### src/rtl/i2cw_pkg.sv
// Package: shared event kind encoding for the I2C bus monitor.
// Assumes: consumers decode the 3-bit kind field with these values.
package i2cw_pkg;
    typedef enum logic [2:0] {
        EV_START  = 3'd0,
        EV_RSTART = 3'd1,
        EV_STOP   = 3'd2,
        EV_ADDR   = 3'd3,
        EV_DATA   = 3'd4
    } i2cw_ev_e;
endpackage

### src/rtl/i2cw_sync.sv
// Module: i2cw_sync
// Brings one asynchronous bus line into the clock domain through a
// flop chain and keeps the previous synchronized level for edge detection.
// Assumes: the line idles high, so every stage resets to 1.
module i2cw_sync #(
    parameter int STAGES = 2
) (
    input  logic clk,
    input  logic rst_n,
    input  logic raw_i,
    output logic level_o,
    output logic prev_o
);
    logic [STAGES-1:0] pipe_q;
    logic              prev_q;

    // Shift the raw level through the chain and remember the last output.
    always_ff @(posedge clk) begin
        if (!rst_n) begin
            pipe_q <= '1;
            prev_q <= 1'b1;
        end else begin
            if (STAGES > 1) begin
                pipe_q <= {pipe_q[STAGES-2:0], raw_i};
            end else begin
                pipe_q <= raw_i;
            end
            prev_q <= pipe_q[STAGES-1];
        end
    end

    assign level_o = pipe_q[STAGES-1];
    assign prev_o  = prev_q;
endmodule

### src/rtl/i2cw_limit_counter.sv
// Module: i2cw_limit_counter
// Counts consecutive enabled cycles and saturates at LIMIT; hit_o is high
// while the count sits at the limit. Dropping the enable clears the count.
// Assumes: LIMIT >= 1.
module i2cw_limit_counter #(
    parameter int LIMIT = 100
) (
    input  logic clk,
    input  logic rst_n,
    input  logic en_i,
    output logic hit_o
);
    localparam int CW = $clog2(LIMIT + 1);
    localparam logic [CW-1:0] LIM = CW'(LIMIT);

    logic [CW-1:0] cnt_q;

    // Advance while enabled, hold at the limit, restart when disabled.
    always_ff @(posedge clk) begin
        if (!rst_n) begin
            cnt_q <= '0;
        end else if (!en_i) begin
            cnt_q <= '0;
        end else if (cnt_q != LIM) begin
            cnt_q <= cnt_q + 1'b1;
        end
    end

    assign hit_o = (cnt_q == LIM);

    // releasing the condition clears the flag on the next cycle.
    assert_clear_on_release_R7: assert property (@(posedge clk) disable iff (!rst_n)
        !en_i |=> !hit_o)
        else $error("limit flag stayed up after release");

    // the flag can only rise after the condition held a cycle.
    assert_rise_needs_en_R6: assert property (@(posedge clk) disable iff (!rst_n)
        $rose(hit_o) |-> $past(en_i))
        else $error("limit flag rose without its condition");
endmodule

### src/rtl/i2cw_decoder.sv
// Module: i2cw_decoder
// Rebuilds I2C framing from synchronized SCL/SDA levels and their previous
// values. Emits one registered event pulse per start, stop and byte, a
// framing error pulse and a split-register-read pulse.
// Assumes: SCL and SDA do not change in the same synchronized cycle; the
// SCL rise just before a stop or repeated start is a legal first bit slot.
module i2cw_decoder
    import i2cw_pkg::*;
(
    input  logic     clk,
    input  logic     rst_n,
    input  logic     scl_i,
    input  logic     scl_prev_i,
    input  logic     sda_i,
    input  logic     sda_prev_i,
    output logic     ev_stb_o,
    output i2cw_ev_e ev_kind_o,
    output logic [7:0] ev_data_o,
    output logic     ev_nack_o,
    output logic     frame_err_o,
    output logic     no_rstart_o,
    output logic     in_frame_o
);
    logic       start_c, stop_c, scl_rise_c;
    logic       in_frame_q, first_q;
    logic [3:0] bit_cnt_q;
    logic [7:0] shreg_q;
    logic       hdr_write_q;
    logic [6:0] hdr_addr_q;
    logic [1:0] data_n_q;
    logic       cand_q;
    logic [6:0] cand_addr_q;
    logic       ev_stb_q, ferr_q, miss_q, ev_nack_q;
    i2cw_ev_e   ev_kind_q;
    logic [7:0] ev_data_q;
    logic       broken_c;

    // Classify the current cycle: start, stop or clock rising edge.
    always_comb begin
        start_c    = scl_i && scl_prev_i && sda_prev_i && !sda_i;
        stop_c     = scl_i && scl_prev_i && !sda_prev_i && sda_i;
        scl_rise_c = scl_i && !scl_prev_i;
        broken_c   = in_frame_q && (bit_cnt_q > 4'd1);
    end

    // Framing state machine, event generation and split-read tracking.
    always_ff @(posedge clk) begin
        if (!rst_n) begin
            in_frame_q  <= 1'b0;
            first_q     <= 1'b0;
            bit_cnt_q   <= '0;
            shreg_q     <= '0;
            hdr_write_q <= 1'b0;
            hdr_addr_q  <= '0;
            data_n_q    <= '0;
            cand_q      <= 1'b0;
            cand_addr_q <= '0;
            ev_stb_q    <= 1'b0;
            ev_kind_q   <= EV_START;
            ev_data_q   <= '0;
            ev_nack_q   <= 1'b0;
            ferr_q      <= 1'b0;
            miss_q      <= 1'b0;
        end else begin
            ev_stb_q <= 1'b0;
            ferr_q   <= 1'b0;
            miss_q   <= 1'b0;
            if (start_c) begin
                ev_stb_q    <= 1'b1;
                ev_kind_q   <= in_frame_q ? EV_RSTART : EV_START;
                ev_data_q   <= '0;
                ev_nack_q   <= 1'b0;
                ferr_q      <= broken_c;
                in_frame_q  <= 1'b1;
                first_q     <= 1'b1;
                bit_cnt_q   <= '0;
                hdr_write_q <= 1'b0;
                data_n_q    <= '0;
            end else if (stop_c) begin
                ev_stb_q    <= 1'b1;
                ev_kind_q   <= EV_STOP;
                ev_data_q   <= '0;
                ev_nack_q   <= 1'b0;
                ferr_q      <= broken_c;
                cand_q      <= in_frame_q && hdr_write_q && !first_q
                               && (data_n_q == 2'd1) && !broken_c;
                cand_addr_q <= hdr_addr_q;
                in_frame_q  <= 1'b0;
                bit_cnt_q   <= '0;
            end else if (scl_rise_c && in_frame_q) begin
                if (bit_cnt_q != 4'd8) begin
                    shreg_q   <= {shreg_q[6:0], sda_i};
                    bit_cnt_q <= bit_cnt_q + 4'd1;
                end else begin
                    ev_stb_q  <= 1'b1;
                    ev_kind_q <= first_q ? EV_ADDR : EV_DATA;
                    ev_data_q <= shreg_q;
                    ev_nack_q <= sda_i;
                    bit_cnt_q <= '0;
                    first_q   <= 1'b0;
                    if (first_q) begin
                        hdr_write_q <= !shreg_q[0];
                        hdr_addr_q  <= shreg_q[7:1];
                        data_n_q    <= '0;
                        miss_q      <= cand_q && shreg_q[0] && (shreg_q[7:1] == cand_addr_q);
                        cand_q      <= 1'b0;
                    end else if (data_n_q != 2'd2) begin
                        data_n_q <= data_n_q + 2'd1;
                    end
                end
            end
        end
    end

    assign ev_stb_o    = ev_stb_q;
    assign ev_kind_o   = ev_kind_q;
    assign ev_data_o   = ev_data_q;
    assign ev_nack_o   = ev_nack_q;
    assign frame_err_o = ferr_q;
    assign no_rstart_o = miss_q;
    assign in_frame_o  = in_frame_q;

    // a repeated start is only reported inside an open transaction.
    assert_rstart_in_frame_R1: assert property (@(posedge clk) disable iff (!rst_n)
        (ev_stb_q && ev_kind_q == EV_RSTART) |-> $past(in_frame_q))
        else $error("repeated start outside a transaction");

    // after a stop event the transaction is closed.
    assert_stop_closes_R2: assert property (@(posedge clk) disable iff (!rst_n)
        (ev_stb_q && ev_kind_q == EV_STOP) |-> !in_frame_q)
        else $error("transaction still open after stop");

    // a framing error accompanies a start or stop event.
    assert_ferr_with_cond_R8: assert property (@(posedge clk) disable iff (!rst_n)
        ferr_q |-> (ev_stb_q && (ev_kind_q == EV_START || ev_kind_q == EV_RSTART
                                 || ev_kind_q == EV_STOP)))
        else $error("framing error without a bus condition");

    // the split-read pulse comes with a read-direction address event.
    assert_miss_on_read_R9: assert property (@(posedge clk) disable iff (!rst_n)
        miss_q |-> (ev_stb_q && ev_kind_q == EV_ADDR && ev_data_q[0]))
        else $error("split-read warning without a read address");
endmodule

### src/rtl/i2c_bus_watch.sv
// Module: i2c_bus_watch (top)
// Passive I2C observer: synchronizes both lines, decodes framing into an
// event stream, and raises stuck-bus, stretch, framing and split-read
// indications.
// Assumes: one system clock much faster than SCL; the consumer may stall,
// in which case events decoded meanwhile are dropped.
module i2c_bus_watch #(
    parameter int STUCK_CYCLES   = 200,
    parameter int STRETCH_CYCLES = 100,
    parameter int SYNC_STAGES    = 2
) (
    input  logic       clk,
    input  logic       rst_n,
    input  logic       scl_i,
    input  logic       sda_i,
    output logic       ev_valid_o,
    input  logic       ev_ready_i,
    output logic [2:0] ev_kind_o,
    output logic [7:0] ev_data_o,
    output logic       ev_nack_o,
    output logic       frame_err_o,
    output logic       no_rstart_o,
    output logic       stuck_o,
    output logic       stretch_o
);
    import i2cw_pkg::*;

    localparam int LINES = 2;

    logic [LINES-1:0] raw_lines, lvl_lines, prv_lines;
    logic             dec_stb, dec_nack, in_frame;
    i2cw_ev_e         dec_kind;
    logic [7:0]       dec_data;
    logic             vld_q, nack_q;
    logic [2:0]       kind_q;
    logic [7:0]       data_q;
    logic             stuck_en, stretch_en;

    assign raw_lines = {sda_i, scl_i};

    // One synchronizer per bus line: index 0 is SCL, index 1 is SDA.
    for (genvar gi = 0; gi < LINES; gi++) begin : g_line
        i2cw_sync #(.STAGES(SYNC_STAGES)) u_sync (
            .clk     (clk),
            .rst_n   (rst_n),
            .raw_i   (raw_lines[gi]),
            .level_o (lvl_lines[gi]),
            .prev_o  (prv_lines[gi])
        );
    end

    i2cw_decoder u_dec (
        .clk         (clk),
        .rst_n       (rst_n),
        .scl_i       (lvl_lines[0]),
        .scl_prev_i  (prv_lines[0]),
        .sda_i       (lvl_lines[1]),
        .sda_prev_i  (prv_lines[1]),
        .ev_stb_o    (dec_stb),
        .ev_kind_o   (dec_kind),
        .ev_data_o   (dec_data),
        .ev_nack_o   (dec_nack),
        .frame_err_o (frame_err_o),
        .no_rstart_o (no_rstart_o),
        .in_frame_o  (in_frame)
    );

    // Timer enables: idle bus not fully high, or clock low inside a transfer.
    always_comb begin
        stuck_en   = !in_frame && !(lvl_lines[0] && lvl_lines[1]);
        stretch_en = in_frame && !lvl_lines[0];
    end

    i2cw_limit_counter #(.LIMIT(STUCK_CYCLES)) u_stuck (
        .clk   (clk),
        .rst_n (rst_n),
        .en_i  (stuck_en),
        .hit_o (stuck_o)
    );

    i2cw_limit_counter #(.LIMIT(STRETCH_CYCLES)) u_stretch (
        .clk   (clk),
        .rst_n (rst_n),
        .en_i  (stretch_en),
        .hit_o (stretch_o)
    );

    // Single-entry output stage: load when empty or draining, else hold.
    always_ff @(posedge clk) begin
        if (!rst_n) begin
            vld_q  <= 1'b0;
            kind_q <= '0;
            data_q <= '0;
            nack_q <= 1'b0;
        end else if (dec_stb && (!vld_q || ev_ready_i)) begin
            vld_q  <= 1'b1;
            kind_q <= dec_kind;
            data_q <= dec_data;
            nack_q <= dec_nack;
        end else if (ev_ready_i) begin
            vld_q <= 1'b0;
        end
    end

    assign ev_valid_o = vld_q;
    assign ev_kind_o  = kind_q;
    assign ev_data_o  = data_q;
    assign ev_nack_o  = nack_q;

    // a stalled event keeps its contents until accepted.
    assert_hold_stalled_R10: assert property (@(posedge clk) disable iff (!rst_n)
        (vld_q && !ev_ready_i) |=> (vld_q && $stable(kind_q) && $stable(data_q)
                                    && $stable(nack_q)))
        else $error("stalled event changed");

    // the idle-bus flag never rises while a transaction is open.
    assert_stuck_idle_only_R6: assert property (@(posedge clk) disable iff (!rst_n)
        in_frame |=> !stuck_o)
        else $error("stuck flag inside a transaction");
endmodule

### config.mk
export PLATFORM = sky130hd
export DESIGN_NAME = i2c_bus_watch
export DESIGN_NICKNAME = d
export VERILOG_FILES = /design/src/rtl/i2cw_pkg.sv /design/src/rtl/i2cw_sync.sv /design/src/rtl/i2cw_limit_counter.sv /design/src/rtl/i2cw_decoder.sv /design/src/rtl/i2c_bus_watch.sv
export SDC_FILE = /design/constraint.sdc
export NUM_CORES = 1
export LEC_CHECK = 0
export ABC_AREA = 1
export BUFFER_PORTS_ARGS = -buffer_cell sky130_fd_sc_hd__buf_4
export CAP_MARGIN = 5
export CELL_PAD_IN_SITES_DETAIL_PLACEMENT = 0
export CELL_PAD_IN_SITES_GLOBAL_PLACEMENT = 1
export CORE_AREA = 5 5 96 98
export CTS_BUF_LIST = sky130_fd_sc_hd__clkbuf_8
export DETAILED_ROUTE_END_ITERATION = 8
export DIE_AREA = 0 0 101 103
export HOLD_SLACK_MARGIN = 0.02
export PLACE_DENSITY = 0.82
export SLEW_MARGIN = 40
export SYNTH_ARGS = -nofsm -noshare
export SYNTH_HDL_FRONTEND = slang
export SYNTH_SLANG_ARGS = --single-unit
### constraint.sdc
create_clock -name clk -period 1.3 [get_ports clk]
set_input_delay 0.26 -clock clk [delete_from_list [all_inputs] [get_ports clk]]
set_output_delay 0.26 -clock clk [all_outputs]
set_load 0.01 [all_outputs]
==> run_results.csv, run 1 <==
group,metric,value,unit
status,status,"complete, but fails checks",
status,failed_checks,"setup timing",
sta,finalMaxSlewViolations,0,
finish,syn2layout_area_growth,32.4,%
sta,fin_crit_sh,1.22,
synthesis,yosysTopAreaCell,"dfxtp_1",
grt,grt.overflow.total,0,
placed_design,place_congestion,0.844,
synthesis,ys_ff_latch,81,
clock_tree,clock-sinks,81,
clock_tree,clkTransAtPathRegs,0.09,ns
synthesis,synth_area,0.00335,mm^2
grt,met1_usage,0.192,
power_and_ir_drop,vdd_ir_drop_max,0.462,mV
setup_path,worst_setup_path_end_kind,"primary output",
sta,setup_viol_count_final,16,
floorplanning,initial_core_util,0.400,
synthesis,async_flop_share,0,
hold_path,hold_class,"in2reg",
grt,antenna_found_initial,0,
drt,dr.pass1.iters,4,
clock_tree,root_buffer,"clkbuf_8",
synthesis,synth-seq-area-share,0.484,
grt,top_usage_layer,"met2",
grt,use_met2,0.231,
sta,worst_pin_slew,0.338,ns
synthesis,yosys_warnings,0,
grt,first_global_vias,2637,
finish,layout-drive-gt1-share,0.332,
finish,final_common_cell,"dfxtp_1",
job,maxCapViolCount,0,
floorplanning,die_height,103,um
setup_path,arrival,1.32,ns
sta,slew_headroom,0.775,
synthesis,synth_edf_count,0,
synthesis,synth.area.top_cells,"dfxtp_1 (48%), nand2_1 (8.8%), nor2_1 (8.2%)",
sta,hold_viol_final,0,
finish,final_cell_mix,"dfxtp_1 (71), nor2_1 (66), nand2_1 (65)",
drt,drt-total-wl,7680,um
sta,whs,0.0768,ns
placed_design,dp_hpwl,5220,um
floorplanning,die_w,101,um
clock_tree,clk_latency,0.36,ns
power_and_ir_drop,leakage,1.75,nW
sta,max_freq,632,MHz
floorplanning,std_cell_rows,34,
power_and_ir_drop,power_density,1010,mW/mm^2
finish,diodes,0,
setup_path,crit_type,"reg2out",
sta,period_minus_slack,1.58,ns
synthesis,yosys.area.top_type_share,0.484,
sta,fin_skew,0.0138,ns
grt,grt_max_degree,19,
setup_path,crit_path_start_kind,"flop",
setup_path,cp_max_fo,2,
grt,grt_pass1_wl,12200,um
synthesis,synth.distinct_cells,31,
sta,totalNegativeSetupSlack,-0.886,ns
floorplanning,io_pins,22,
finish,finalNetCount,516,
setup_path,r2r_slack,-0.06,ns
setup_path,worst-endpoint-required,1.04,ns
synthesis,syn_inst,438,
grt,grtUsageMet3,0.0271,
clock_tree,hold_buffers,0,
power_and_ir_drop,finalPower,4.50,mW
grt,gr-usage-all-layers,0.147,
drt,drtIter0Drc,89,
drt,route.detailed.drc,0,
drt,ant_nets,0,
clock_tree,cts_tree,"done",
drt,vias,2966,
clock_tree,ctsLongestPathBuffers,2,
sta,rsz0062_at_grt,"true",
floorplanning,core,0.00838,mm^2
drt,via_per_inst,4.83,
drt,wl_per_cell,12.5,um
clock_tree,cts_buffers,9,
sta,setup_ws,-0.283,ns
synthesis,synthFlopType,"dfxtp_1",
placed_design,numPortBuffers,21,
floorplanning,dieArea,0.0104,mm^2
synthesis,syn_area_per_cell,7.65,um^2
clock_tree,htree_levels,3,
synthesis,synth_fp_nets,453,
-- sequential cells by signal, indices dropped and copies added (netlist names), 2 cells and up --
register,cells
ev_data_o,8
u_stretch.cnt_q,7
g_line.u_sync.pipe_q,4
u_dec.shreg_q,8
u_dec.ev_kind_o,3
u_dec.ev_data_o,8
u_stuck.cnt_q,8
u_dec.bit_cnt_q,4
g_line.u_sync.prev_o,2
u_dec.data_n_q,2
u_dec.hdr_addr_q,7
u_dec.cand_addr_q,7
ev_kind_o,3
-- metrics by stage --
stage	utilization	setup WS, ns	area [um^2]	cells
after floorplan	-	0.0170	3360	438
after global placement	0.459	-0.0608	3840	588
after detailed placement	0.459	-0.0811	3840	588
after CTS	0.493	-0.358	4130	607
after global routing	0.529	-0.355	4440	614
final	0.529	-0.283	4440	614
-- path summary, 6_finish.rpt --
check,startpoint,endpoint,cells after the start
min reg2reg,g_line[0].u_sync.pipe_q[0],g_line[0].u_sync.pipe_q[1],1
max reg2reg,u_dec.bit_cnt_q[1],u_dec.hdr_addr_q[1],8
max,u_stretch.cnt_q[0],stretch_o,7
min,scl_i,g_line[0].u_sync.pipe_q[0],2
-- critical path, cell delays in order, from the launching register on --
cell and delay (ns):
dfxtp_2 0.33, inv_2 0.07, ha_4 0.13, nand2_4 0.04
nor3_4 0.14, nand2_2 0.08, inv_2 0.06, buf_6 0.09
-- layout make-up --
| class | count | area (um^2) |
|---|---|---|
| Timing Repair Buffer | 64 | 533 |
| Fill cell | 742 | 3950 |
| Sequential cell | 81 | 1640 |
| Inverter | 41 | 155 |
| Tap cell | 108 | 135 |
| Multi-Input combinational cell | 304 | 1790 |
| Clock buffer | 10 | 138 |
| Clock inverter | 6 | 43.8 |
-- where the power goes --
part	switching [mW]	total, mW	leakage [nW]	internal, mW
clock	0.933	1.68	0.0805	0.744
combinational	0.165	0.277	1.01	0.112
sequential	0.0269	2.55	0.658	2.52
total	1.12	4.50	1.75	3.38
-- cells in the mapped netlist, types with 2 or more instances --
cell,instances
or2_2,4
nor3_1,6
nor2_1,73
nand3_1,28
xnor2_1,5
clkbuf_1,5
buf_2,2
dfxtp_1,81
nand2_2,2
nor4_1,2
buf_6,2
nand2_1,79
nor2_4,3
buf_4,2
a21oi_1,39
nand4_1,9
o21ai_0,32
ha_1,10
xor2_1,4
inv_1,39
-- layer usage --
metal | vias up | wire length, um
met5 | - | 0
met4 | 0 | 178
met3 | 10 | 283
met2 | 47 | 3580
met1 | 1367 | 3630
li1 | 1542 | -
-- cell families (layout without fill, tap and decap cells) --
group / Yosys count / in the layout / share of synthesized area
and+or+nand+nor: 210 / 210 / 0.273
DFF: 81 / 81 / 0.484
buffers and inverters: 53 / 121 / 0.0672
adders and majority gates: 10 / 10 / 0.0373
xor gates and xnor gates: 9 / 9 / 0.0235
AOI/OAI and AO/OA: 75 / 75 / 0.115
-- what timing repair did --
action / in CTS / in global routing
setup buffers: 2 / 5
endpoints found under the setup margin: 32 / 39
gates resized for setup: 28 / 67
cloned: 1 / 2
pin swaps: 7 / 31
Note: power is estimated with default switching activity, not from simulation.
==> run 2: changes to the inputs <==
--- a/config.mk
+++ b/config.mk
@@ -15,7 +15,7 @@
 export DETAILED_ROUTE_END_ITERATION = 8
 export DIE_AREA = 0 0 101 103
 export HOLD_SLACK_MARGIN = 0.02
-export PLACE_DENSITY = 0.82
+export PLACE_DENSITY_LB_ADDON = 0.1
 export SLEW_MARGIN = 40
 export SYNTH_ARGS = -nofsm -noshare
 export SYNTH_HDL_FRONTEND = slang
==> constraint.sdc (replaced) <==
create_clock -name clk -period 1.4 [get_ports clk]
set_input_delay 0.28 -clock clk [delete_from_list [all_inputs] [get_ports clk]]
set_output_delay 0.28 -clock clk [all_outputs]
set_load 0.01 [all_outputs]
==> run_results.csv, run 2 (synthesis results as in run 1) <==
group,metric,value,unit
status,status,"complete, but fails checks",
status,failed_checks,"setup timing",
drt,via_per_inst,4.86,
setup_path,cp_max_fo,2,
setup_path,r2r-end,"u_stretch.cnt_q[1]",
setup_path,crit_path_start_kind,"flop",
sta,setup_ws,-0.200,ns
setup_path,r2r_slack,-0.17,ns
clock_tree,hold_buffers,0,
sta,hold_viol_final,0,
grt,top_usage_layer,"met2",
clock_tree,ctsLongestPathBuffers,2,
grt,grt.overflow.total,0,
placed_design,numPortBuffers,21,
setup_path,max_stage_delay,0.33,ns
grt,grtUsageMet3,0.0257,
grt,grt_pass1_wl,12800,um
clock_tree,htree_levels,3,
setup_path,reg2reg_depth,11,
finish,finalNetCount,512,
floorplanning,std_cell_rows,34,
clock_tree,cts_tree,"done",
setup_path,worstReg2RegStart,"u_stretch.cnt_q[0]",
floorplanning,die_height,103,um
floorplanning,initial_core_util,0.400,
finish,layout-drive-gt1-share,0.253,
floorplanning,die_w,101,um
floorplanning,core,0.00838,mm^2
sta,slew_headroom,0.764,
hold_path,hold_class,"in2reg",
sta,max_freq,625,MHz
power_and_ir_drop,leakage,1.73,nW
sta,finalMaxSlewViolations,0,
sta,fin_skew,0.00825,ns
finish,diodes,0,
grt,use_met2,0.246,
setup_path,crit_type,"reg2out",
setup_path,worst-endpoint-required,1.12,ns
grt,grt_max_degree,36,
grt,gr-usage-all-layers,0.156,
placed_design,placed_area,0.00382,mm^2
sta,setup_viol_count_final,6,
setup_path,arrival,1.32,ns
clock_tree,clk_latency,0.35,ns
drt,route.detailed.drc,0,
clock_tree,clock-sinks,81,
drt,wl_per_cell,12.8,um
clock_tree,cts_buffers,9,
job,maxCapViolCount,0,
sta,fin_crit_sh,1.14,
placed_design,dp_hpwl,5540,um
drt,ant_nets,0,
finish,syn2layout_area_growth,27.4,%
floorplanning,dieArea,0.0104,mm^2
placed_design,dp_slack,-0.139,ns
grt,met1_usage,0.214,
hold_path,hold_end,"g_line[0].u_sync.pipe_q[0]",
sta,period_minus_slack,1.60,ns
placed_design,place_congestion,0.772,
clock_tree,root_buffer,"clkbuf_8",
sta,worst_pin_slew,0.353,ns
floorplanning,io_pins,22,
sta,whs,0.116,ns
sta,totalNegativeSetupSlack,-0.771,ns
setup_path,worst_setup_path_end_kind,"primary output",
grt,antenna_found_initial,0,
setup_path,cpMostUsedCell,"inv_2",
drt,vias,2962,
hold_path,min_from,"scl_i",
hold_path,hold_depth,2,
power_and_ir_drop,vdd_ir_drop_max,0.444,mV
finish,final_common_cell,"nand2_1",
setup_path,worst_path_max_delay_cell,"dfxtp_2",
grt,first_global_vias,2718,
clock_tree,clkTransAtPathRegs,0.09,ns
sta,rsz0062_at_grt,"true",
finish,finalInstanceArea,0.00427,mm^2
finish,fillers,831,
drt,drtIter0Drc,76,
setup_path,path_cells,"inv_2, ha_4, nand2_4, nor3_4, nand2_2, inv_2, buf_6",
drt,dr.pass1.iters,4,
finish,final_cell_mix,"nand2_1 (76), dfxtp_1 (73), nor2_1 (67)",
power_and_ir_drop,power_density,1020,mW/mm^2
drt,drt-total-wl,7840,um
run 2: changes by cell type in the layout (fill, tap and decap cells not counted), sizes merged:
cell / change
buf: -4
bufinv: +1
clkinvlp: -2
clkinv: +1
run 2: critical path, delay by kind of cell (launching register included):
kind,cells,cell delay [ns]
simple gates,3,0.28
flops,1,0.33
fa+ha+maj,1,0.13
buf+inv,3,0.23
run 2: final cells by class:
class | count | area [um^2] | area share
multi-input cells | 304 | 1640 | 0.384
flip-flops and latches | 81 | 1630 | 0.382
repair buffers | 60 | 504 | 0.118
inverters | 41 | 155 | 0.0363
clock buffers | 10 | 138 | 0.0322
well taps | 108 | 135 | 0.0317
clock inverters | 6 | 67.6 | 0.0158
run 2: worst max path at each step:
| stage | endpoint | cells past startpoint | slack, ns | start |
|---|---|---|---|---|
| after floorplan | u_dec.hdr_addr_q[0] | 7 | 0.06 | u_dec.bit_cnt_q[0] |
| final | stretch_o | 7 | -0.20 | u_stretch.cnt_q[0] |
| after global placement | u_dec.no_rstart_o | 7 | -0.11 | u_dec.bit_cnt_q[0] |
| after detailed placement | u_dec.no_rstart_o | 7 | -0.14 | u_dec.bit_cnt_q[0] |
| after CTS | stretch_o | 7 | -0.29 | u_stretch.cnt_q[0] |
| after global routing | stretch_o | 7 | -0.30 | u_stretch.cnt_q[0] |
run 2: report_power, final:
part	switching, mW	total [mW]	leakage (nW)	internal [mW]
combinational	0.144	0.245	0.970	0.100
clock	0.883	1.76	0.0985	0.876
sequential	0.0246	2.37	0.659	2.34
total	1.05	4.37	1.73	3.32
run 2: per-stage QoR:
| step | utilization | power, mW | std cells |
|---|---|---|---|
| 2_1_floorplan | - | 2.56 | 438 |
| 3_3_place_gp | 0.456 | 2.65 | 585 |
| 3_5_place_dp | 0.456 | 2.66 | 585 |
| 4_1_cts | 0.494 | 4.42 | 605 |
| 5_1_grt | 0.509 | 4.56 | 610 |
| 6_report | 0.509 | 4.37 | 610 |
run 2: metal layers:
metal | part of all wire | vias to the layer above | wire (um)
li1 | - | 1537 | -
met1 | 0.48 | 1371 | 3800
met2 | 0.46 | 48 | 3620
met3 | 0.045 | 6 | 355
met4 | 0.0088 | 0 | 69
met5 | 0 | - | 0
run 2: timing repair:
| action | 4_1_cts | 5_1_grt |
|---|---|---|
| gates cloned | 0 | 1 |
| gates resized for setup | 26 | 22 |
| pin swaps | 8 | 9 |
| buffers inserted | 5 | 4 |
| endpoints found under the setup margin | 29 | 34 |
